--- src/rtl/blsram_pkg.sv ---
package blsram_pkg;
  localparam int LANES  = 2;
  localparam int BYTE_W = 8;

  typedef enum logic [1:0] {
    MD_STANDBY = 2'd0,
    MD_IDLE    = 2'd1,
    MD_WRITE   = 2'd2,
    MD_READ    = 2'd3
  } access_e;
endpackage

--- src/rtl/blsram_decode.sv ---
module blsram_decode
  import blsram_pkg::*;
(
  input  logic             csel_n,
  input  logic             wstb_n,
  input  logic             rdrv_n,
  input  logic [LANES-1:0] lane_n,
  output logic [LANES-1:0] lane_wr,
  output logic [LANES-1:0] lane_rd
);
  access_e mode;

  // Priority: deselect beats everything, a write beats a read.
  always_comb begin
    if (csel_n)       mode = MD_STANDBY;
    else if (!wstb_n) mode = MD_WRITE;
    else if (!rdrv_n) mode = MD_READ;
    else              mode = MD_IDLE;
  end

  always_comb begin
    lane_wr = '0;
    lane_rd = '0;
    case (mode)
      MD_WRITE: lane_wr = ~lane_n;
      MD_READ:  lane_rd = ~lane_n;
      default: begin
        lane_wr = '0;
        lane_rd = '0;
      end
    endcase
  end
endmodule

--- src/rtl/blsram_lane.sv ---
module blsram_lane #(
  parameter int AW = 8,
  parameter int BW = 8
) (
  input  logic          clk,
  input  logic          arm,
  input  logic          we,
  input  logic [AW-1:0] idx,
  input  logic [BW-1:0] din,
  output logic [BW-1:0] dout
);
  localparam int DEPTH = 1 << AW;

  logic [BW-1:0] mem [DEPTH];

  // Storage is deliberately not reset.
  always_ff @(posedge clk) begin
    if (we) begin
      mem[idx] <= din;
    end
  end

  assign dout = mem[idx];

  // a lane write lands at the sampled address with the sampled byte
  a_r2_write_lands: assert property (@(posedge clk) disable iff (!arm)
    we |=> (mem[$past(idx)] == $past(din)));
endmodule

--- src/rtl/blsram_rdport.sv ---
module blsram_rdport
  import blsram_pkg::*;
#(
  parameter bit RD_REG = 1'b1
) (
  input  logic                    clk,
  input  logic                    rst_s,
  input  logic [LANES-1:0]        lane_rd,
  input  logic [LANES*BYTE_W-1:0] raw,
  output logic [LANES*BYTE_W-1:0] rdata,
  output logic [LANES-1:0]        lane_drv
);
  logic [LANES*BYTE_W-1:0] data_d;

  always_comb begin
    data_d = '0;
    for (int l = 0; l < LANES; l++) begin
      if (lane_rd[l]) data_d[l*BYTE_W +: BYTE_W] = raw[l*BYTE_W +: BYTE_W];
    end
  end

  generate
    if (RD_REG) begin : g_reg
      logic [LANES*BYTE_W-1:0] data_q;
      logic [LANES-1:0]        drv_q;

      always_ff @(posedge clk or negedge rst_s) begin
        if (!rst_s) begin
          data_q <= '0;
          drv_q  <= '0;
        end else begin
          data_q <= data_d;
          drv_q  <= lane_rd;
        end
      end

      assign rdata    = data_q;
      assign lane_drv = drv_q;
    end else begin : g_comb
      assign rdata    = data_d;
      assign lane_drv = lane_rd;
    end
  endgenerate
endmodule

--- src/rtl/blsram_top.sv ---
module blsram_top
  import blsram_pkg::*;
#(
  parameter int ADDR_W = 18,
  parameter int ARR_AW = 8,
  parameter bit RD_REG = 1'b1
) (
  input  logic                    clk,
  input  logic                    rst_n,
  input  logic                    csel_n,
  input  logic                    wstb_n,
  input  logic                    rdrv_n,
  input  logic [LANES-1:0]        lane_n,
  input  logic [ADDR_W-1:0]       addr,
  input  logic [LANES*BYTE_W-1:0] wdata,
  output logic [LANES*BYTE_W-1:0] rdata,
  output logic [LANES-1:0]        lane_drv
);
  localparam int DATA_W = LANES * BYTE_W;

  logic [1:0]              rst_sync;
  logic                    rst_s;
  logic [LANES-1:0]        lane_wr;
  logic [LANES-1:0]        lane_rd;
  logic [ARR_AW-1:0]       idx;
  logic [DATA_W-1:0]       raw;

  // Asynchronous assert, synchronous release.
  always_ff @(posedge clk or negedge rst_n) begin
    if (!rst_n) rst_sync <= 2'b00;
    else        rst_sync <= {rst_sync[0], 1'b1};
  end
  assign rst_s = rst_sync[1];

  // only the low bits index the built array
  assign idx = addr[ARR_AW-1:0];
  generate
    if (ADDR_W > ARR_AW) begin : g_alias
      logic unused_hi;
      assign unused_hi = ^addr[ADDR_W-1:ARR_AW];
    end
  endgenerate

  blsram_decode u_decode (
    .csel_n  (csel_n),
    .wstb_n  (wstb_n),
    .rdrv_n  (rdrv_n),
    .lane_n  (lane_n),
    .lane_wr (lane_wr),
    .lane_rd (lane_rd)
  );

  generate
    for (genvar g = 0; g < LANES; g++) begin : g_lane
      blsram_lane #(.AW(ARR_AW), .BW(BYTE_W)) u_lane (
        .clk  (clk),
        .arm  (rst_s),
        .we   (lane_wr[g]),
        .idx  (idx),
        .din  (wdata[g*BYTE_W +: BYTE_W]),
        .dout (raw[g*BYTE_W +: BYTE_W])
      );

      // an undriven lane shows zero data
      a_r6_idle_lane_zero: assert property (@(posedge clk) disable iff (!rst_s)
        !lane_drv[g] |-> (rdata[g*BYTE_W +: BYTE_W] == '0));
    end
  endgenerate

  blsram_rdport #(.RD_REG(RD_REG)) u_rdport (
    .clk      (clk),
    .rst_s    (rst_s),
    .lane_rd  (lane_rd),
    .raw      (raw),
    .rdata    (rdata),
    .lane_drv (lane_drv)
  );

  generate
    if (RD_REG) begin : g_chk_reg
      a_r3_standby_quiet: assert property (@(posedge clk) disable iff (!rst_s)
        csel_n |=> (lane_drv == '0));
      a_r4_write_quiet: assert property (@(posedge clk) disable iff (!rst_s)
        (!csel_n && !wstb_n) |=> (lane_drv == '0));
      a_r7_drive_off: assert property (@(posedge clk) disable iff (!rst_s)
        (!csel_n && wstb_n && rdrv_n) |=> (lane_drv == '0));
      a_r5_lane_follow: assert property (@(posedge clk) disable iff (!rst_s)
        (!csel_n && wstb_n && !rdrv_n) |=> (lane_drv == ~$past(lane_n)));
    end else begin : g_chk_comb
      a_r3_standby_quiet: assert property (@(posedge clk) disable iff (!rst_s)
        csel_n |-> (lane_drv == '0));
      a_r4_write_quiet: assert property (@(posedge clk) disable iff (!rst_s)
        (!csel_n && !wstb_n) |-> (lane_drv == '0));
      a_r7_drive_off: assert property (@(posedge clk) disable iff (!rst_s)
        (!csel_n && wstb_n && rdrv_n) |-> (lane_drv == '0));
      a_r5_lane_follow: assert property (@(posedge clk) disable iff (!rst_s)
        (!csel_n && wstb_n && !rdrv_n) |-> (lane_drv == ~lane_n));
    end
  endgenerate
endmodule

--- config.mk ---
export PLATFORM = sky130hd
export DESIGN_NAME = blsram_top
export DESIGN_NICKNAME = d
export VERILOG_FILES = /design/src/rtl/blsram_pkg.sv /design/src/rtl/blsram_decode.sv /design/src/rtl/blsram_lane.sv /design/src/rtl/blsram_rdport.sv /design/src/rtl/blsram_top.sv
export SDC_FILE = /design/constraint.sdc
export NUM_CORES = 2
export LEC_CHECK = 0
export BUFFER_PORTS_ARGS = -buffer_cell sky130_fd_sc_hd__buf_4
export CAP_MARGIN = 20
export CORE_UTILIZATION = 40
export DETAILED_ROUTE_END_ITERATION = 10
export HOLD_SLACK_MARGIN = 0.08
export SLEW_MARGIN = 5
export SYNTH_ARGS = -nofsm -noshare
export SYNTH_HDL_FRONTEND = slang
export SYNTH_SLANG_ARGS = --single-unit
--- constraint.sdc ---
create_clock -name clk -period 1.1 [get_ports clk]
set_input_delay 0.11 -clock clk [delete_from_list [all_inputs] [get_ports clk]]
set_output_delay 0.11 -clock clk [all_outputs]
set_load 0.01 [all_outputs]
[Word-level counts from Yosys, hierarchy flattened]
Memory sizes are Yosys's and may differ from the RTL's.
Index checks and enable logic that the tools add are counted.
Word-level totals
  register bits after elaboration: 20
  latch bits: 0
  memory bits (writable): 4096
  memory bits (read-only): 0
  input bits: 41
  output and inout port bits: 18
  word-level logic and storage cells: 19
  memories: 2
Memories
  g_lane[0].u_lane.mem: depth 256, width 8, rd ports 1, clocked after memory_dff 0, write ports 1, RTL line blsram_lane.sv:14  | logic [BW-1:0] mem [DEPTH];
  g_lane[1].u_lane.mem: depth 256, width 8, rd ports 1, clocked after memory_dff 0, write ports 1, RTL line blsram_lane.sv:14
Cells by class
  $add $sub $neg: 0
  multipliers: 0
  divide/modulo/power cells: 0
  $lt $le $gt $ge: 0
  equality and inequality tests: 2
  shifts and indexed selects: 0
  mux-type cells: 11
  bitwise logic cells: 1
  reduce and logical (&&, ||, !) cells: 0
Operators with widths (count)
  $mux 8: 2
  $mux 2: 5
  $eq 2x2->1 const B: 2
  $mux 1: 4
  $not 2->2: 1

[Depth between registers and ports, before layout]
  depth in word-level cells: 7
  mapped depth: 14
  mapped depth without buffers: 7

[Hierarchy]
Synthesis repeated with hierarchy kept, for this count alone.
Second synthesis, totals
  cell total of the unflattened synthesis: 7119
  area total of the unflattened synthesis: 157309.6 um2
Modules (own cells, without submodules)
  blsram_lane: instances 2, cells each 3539, area each 78332.6 um2, seq. area each 61499.0 um2
  blsram_rdport: instances 1, cells each 34, area each 550.5 um2, seq. area each 450.4 um2
  blsram_top: instances 1, cells each 3, area each 53.8 um2, seq. area each 50.0 um2
  blsram_decode: instances 1, cells each 4, area each 40.0 um2, seq. area each 0.0 um2

[Least setup slack after synthesis]
OpenSTA, ideal clock, no wires.
  kind: input to register
  start: in addr[0]
  end: mem g_lane[0].u_lane.mem[140][0], enable pin
  library setup time: 0.370 ns
  arrival: 2.478 ns
  data required time: 0.730 ns
  path slack: -1.748 ns
  stages on the path: 11
  path buffers: 8
  cell sequence: buf_6 buf_6 buf_4 buf_4 buf_4 buf_2 buf_2 nor2_1 nand3_1 buf_2 nor2_1
RTL lines
  from (decl): RTL line blsram_top.sv:14  | input logic [ADDR_W-1:0] addr,
  to (decl): RTL line blsram_lane.sv:14
No word-level cell before the write port.

[Final worst setup path]
  start: mem g_lane[1].u_lane.mem[108][4]
  end: reg u_rdport.g_reg.data_q[12] (netlist: u_rdport.rdata[12])
Between the ends
  longest elaborated chain between the ends: 2
RTL lines
  from (decl): RTL line blsram_lane.sv:14
  $mem_v2 256x8
  $mux 8: RTL line blsram_rdport.sv:18  | if (lane_rd[l]) data_d[l*BYTE_W +: BYTE_W] = raw[l*BYTE_W +: BYTE_W];
  net u_rdport.data_d[12]: RTL line blsram_rdport.sv:13  | logic [LANES*BYTE_W-1:0] data_d;
  to (signal assigned): RTL line blsram_rdport.sv:32  | data_q <= data_d;
  to (decl): RTL line blsram_rdport.sv:24  | logic [LANES*BYTE_W-1:0] data_q;
The timed path passes the listed nets, and every way through them passes these cells.

==> results.json <==
{
  "track_usage": 0.206,
  "max_freq_ghz": 0.390,
  "failed_checks": "negative setup slack",
  "drc": 0,
  "dp_hpwl_um": 266000,
  "wirelength_um": 418000,
  "rr_startpoint": "g_lane[1].u_lane.mem[108][4]$_DFFE_PP_",
  "clock_latency_ns": 0.97,
  "grt_setup_unrepaired": "true",
  "maxCapViolCount": 0,
  "drive_gt1_frac": 0.397,
  "grt_pass1_wl_um": 597000,
  "setup_viol": 3890,
  "tns_ns": -1628.06,
  "powerDensity_nw_per_um2": 1650,
  "timing.critical_path.from_type": "flip-flop",
  "leakage_nw": 63.5,
  "worst-path-max-fanout": 1,
  "clockBufferDepth": 4,
  "synth_common_cells": "edfxtp_1 (4,096), mux4_2 (940), nor2_1 (644)",
  "grt_pass1_vias": 82300,
  "fin_ws_ns": -1.46,
  "cp-end-kind": "flip-flop",
  "r2r_end": "u_rdport.rdata[12]$_DFF_PN0_",
  "num-fill-cells": 31000,
  "synth_most_common_cell": "edfxtp_1",
  "cp.arrival_ns": 3.42,
  "vias": 80500,
  "rows": 231,
  "wl_per_cell_um": 29.1,
  "clk_pin_slew_worst_paths_ns": 0.06,
  "startpoint": "g_lane[1].u_lane.mem[108][4]$_DFFE_PP_",
  "worstHoldPathType": "in -> reg",
  "hold_depth": 5,
  "drt_iter0_markers": 8203,
  "ioPinCount": 59,
  "ys_top_cells_by_area": "edfxtp_1 (77%), mux4_2 (13%), mux2i_1 (2.5%)",
  "cts_tree": "done",
  "synth_edf_count": 4096,
  "worstPathRequired_ns": 1.95,
  "seq_area_frac_synth": 0.777,
  "synth_area_leader_cell": "edfxtp_1",
  "ys_warn_count": 0,
  "cts_root_buffer": "clkbuf_16",
  "cts_buffers": 405,
  "initial_core_util": 0.402,
  "die_w_um": 632,
  "cts.sinks": 4116,
  "core_um2": 396000,
  "grt_start_max_net_pins": 97,
  "timing.final.hold_violations": 0,
  "final_nets": 8831,
  "firstDrtPassIters": 6,
  "syn_area_um2": 159000,
  "antenna_found_initial": 13,
  "area_growth_pct": 24.7,
  "min_period_ns": 2.56,
  "clock_skew_ns": 0.0401,
  "crit_path_end": "u_rdport.rdata[12]$_DFF_PN0_",
  "postSynth.asyncResetShare": 0.00486,
  "multi_input_area_um2": 37400,
  "synth.top_cell.area_share": 0.774,
  "worst_slew_pin_slew_ns": 1.07,
  "drv_slew": 0,
  "place_congestion": 0.841,
  "synth_flop_cell": "edfxtp_1",
  "ys_ff_latch": 4116,
  "fin_crit_sh": 2.33,
  "status": "complete, but fails checks",
  "overflow": 0,
  "die_y_um": 632,
  "vdd_drop_max_uv": 2000,
  "avgSynthCellArea_um2": 21.5,
  "cts-htree-levels": 5,
  "post-route-util": 0.501,
  "syn_inst": 7397,
  "viasPerCell": 5.60,
  "r2r_slack_ns": -1.46,
  "netlist-cell-type-count": 52,
  "syn_nets": 7438,
  "die_area_um2": 400000,
  "worst-setup-path-type": "reg -> reg",
  "reg2reg_depth": 8,
  "slew-limit-headroom": 0.282,
  "ant_nets": 0,
  "io_buffers": 48,
  "register_area_um2": 124000
}
through the flow:
stage	cells	setup WS, ns	hold slack (ns)	instance area, um^2	power (mW)
after floorplan	7397	-1.58	-0.186	161000	184
after global placement	13500	-2.42	-0.105	180000	192
after detailed placement	13500	-2.37	-0.104	180000	193
after CTS	14300	-1.51	0.0643	197000	329
after global routing	14400	-1.54	0.0715	198000	336
final	14400	-1.46	0.0876	198000	327
cell families after synthesis:
group                  after synthesis  synth area share
AO/OA/AOI/OAI                      564            0.0235
other                                1         0.0000236
flip-flops                        4116             0.777
AND/OR/NAND/NOR                    871            0.0232
buffers and inverters              450            0.0141
multiplexers                      1395             0.162
what timing repair did:
item	4_1_cts	5_1_grt
endpoints found under the setup margin	3710	4148
gates cloned	13	3
gates resized for setup	583	181
pin swaps	216	96
hold buffers	33	6
buffers inserted	55	25
endpoints found under the hold margin	4317	14
sequential cells by signal, indices dropped and copies added, names as in the netlist:
signal,count
u_rdport.rdata,16
rst_sync,2
u_rdport.lane_drv,2
g_lane.u_lane.mem,4096
layout make-up:
| cell class | count | area share |
|---|---|---|
| tap | 5242 | 0.0331 |
| antenna | 2 | 0.0000253 |
| sequential | 4116 | 0.623 |
| timing repair buffer | 1433 | 0.0892 |
| inverter | 3 | 0.0000568 |
| clock inverter | 235 | 0.0117 |
| multi-input combinational | 2831 | 0.189 |
| clock buffer | 501 | 0.0540 |
where the power goes:
| group | internal, mW | switching, mW | total (mW) | leakage [nW] |
|---|---|---|---|---|
| combinational | 7.39 | 10.5 | 17.9 | 20.2 |
| clock | 78.2 | 58.9 | 137 | 6.33 |
| sequential | 172 | 0.0655 | 173 | 37.0 |
layout by cell type (no fill, tap or decap), types with 27 or more instances in the layout:
master and n:
dlygate4sd3_1 38, mux2_2 52, mux4_2 940, buf_4 737, buf_8 33, clkinv_1 97
mux2i_1 376, nor2_4 296, a21oi_1 75, nor2b_1 32, clkbuf_16 412, buf_12 433
nand2_1 27, nor2_2 136, bufinv_16 39, a22o_1 44, clkinv_2 59, edfxtp_1 4096
a211oi_1 35, clkbuf_1 80, a22oi_1 79, buf_6 163, nor2_1 212, o21ai_0 65
o22ai_1 101
worst max-delay path: stages (launching register included):
cell,delay [ns]
edfxtp_1,0.38
mux4_2,0.52
mux2i_2,0.20
o22ai_2,0.11
nor2_1,0.15
buf_4,0.15
nor2_2,0.03
or4_4,0.61
a221o_1,0.28
worst min-delay path by stage:
stage / slack (ns) / startpoint / end
floorplan: -0.19 / rst_n / rst_sync[0]$_DFF_PN0_
global placement: -0.11 / rst_n / rst_sync[0]$_DFF_PN0_
detailed placement: -0.10 / rst_n / rst_sync[0]$_DFF_PN0_
CTS: 0.06 / lane_n[0] / u_rdport.rdata[5]$_DFF_PN0_
global route: 0.07 / addr[6] / u_rdport.rdata[6]$_DFF_PN0_
finish: 0.09 / addr[6] / u_rdport.rdata[6]$_DFF_PN0_
routing by layer:
metal | part of all wire | global-route usage
met1 | 0.42 | 0.290
met2 | 0.49 | 0.340
met3 | 0.071 | 0.0310
met4 | 0.027 | 0.0516
met5 | 0.000031 | 0
Note: power is estimated with default switching activity, not from simulation.
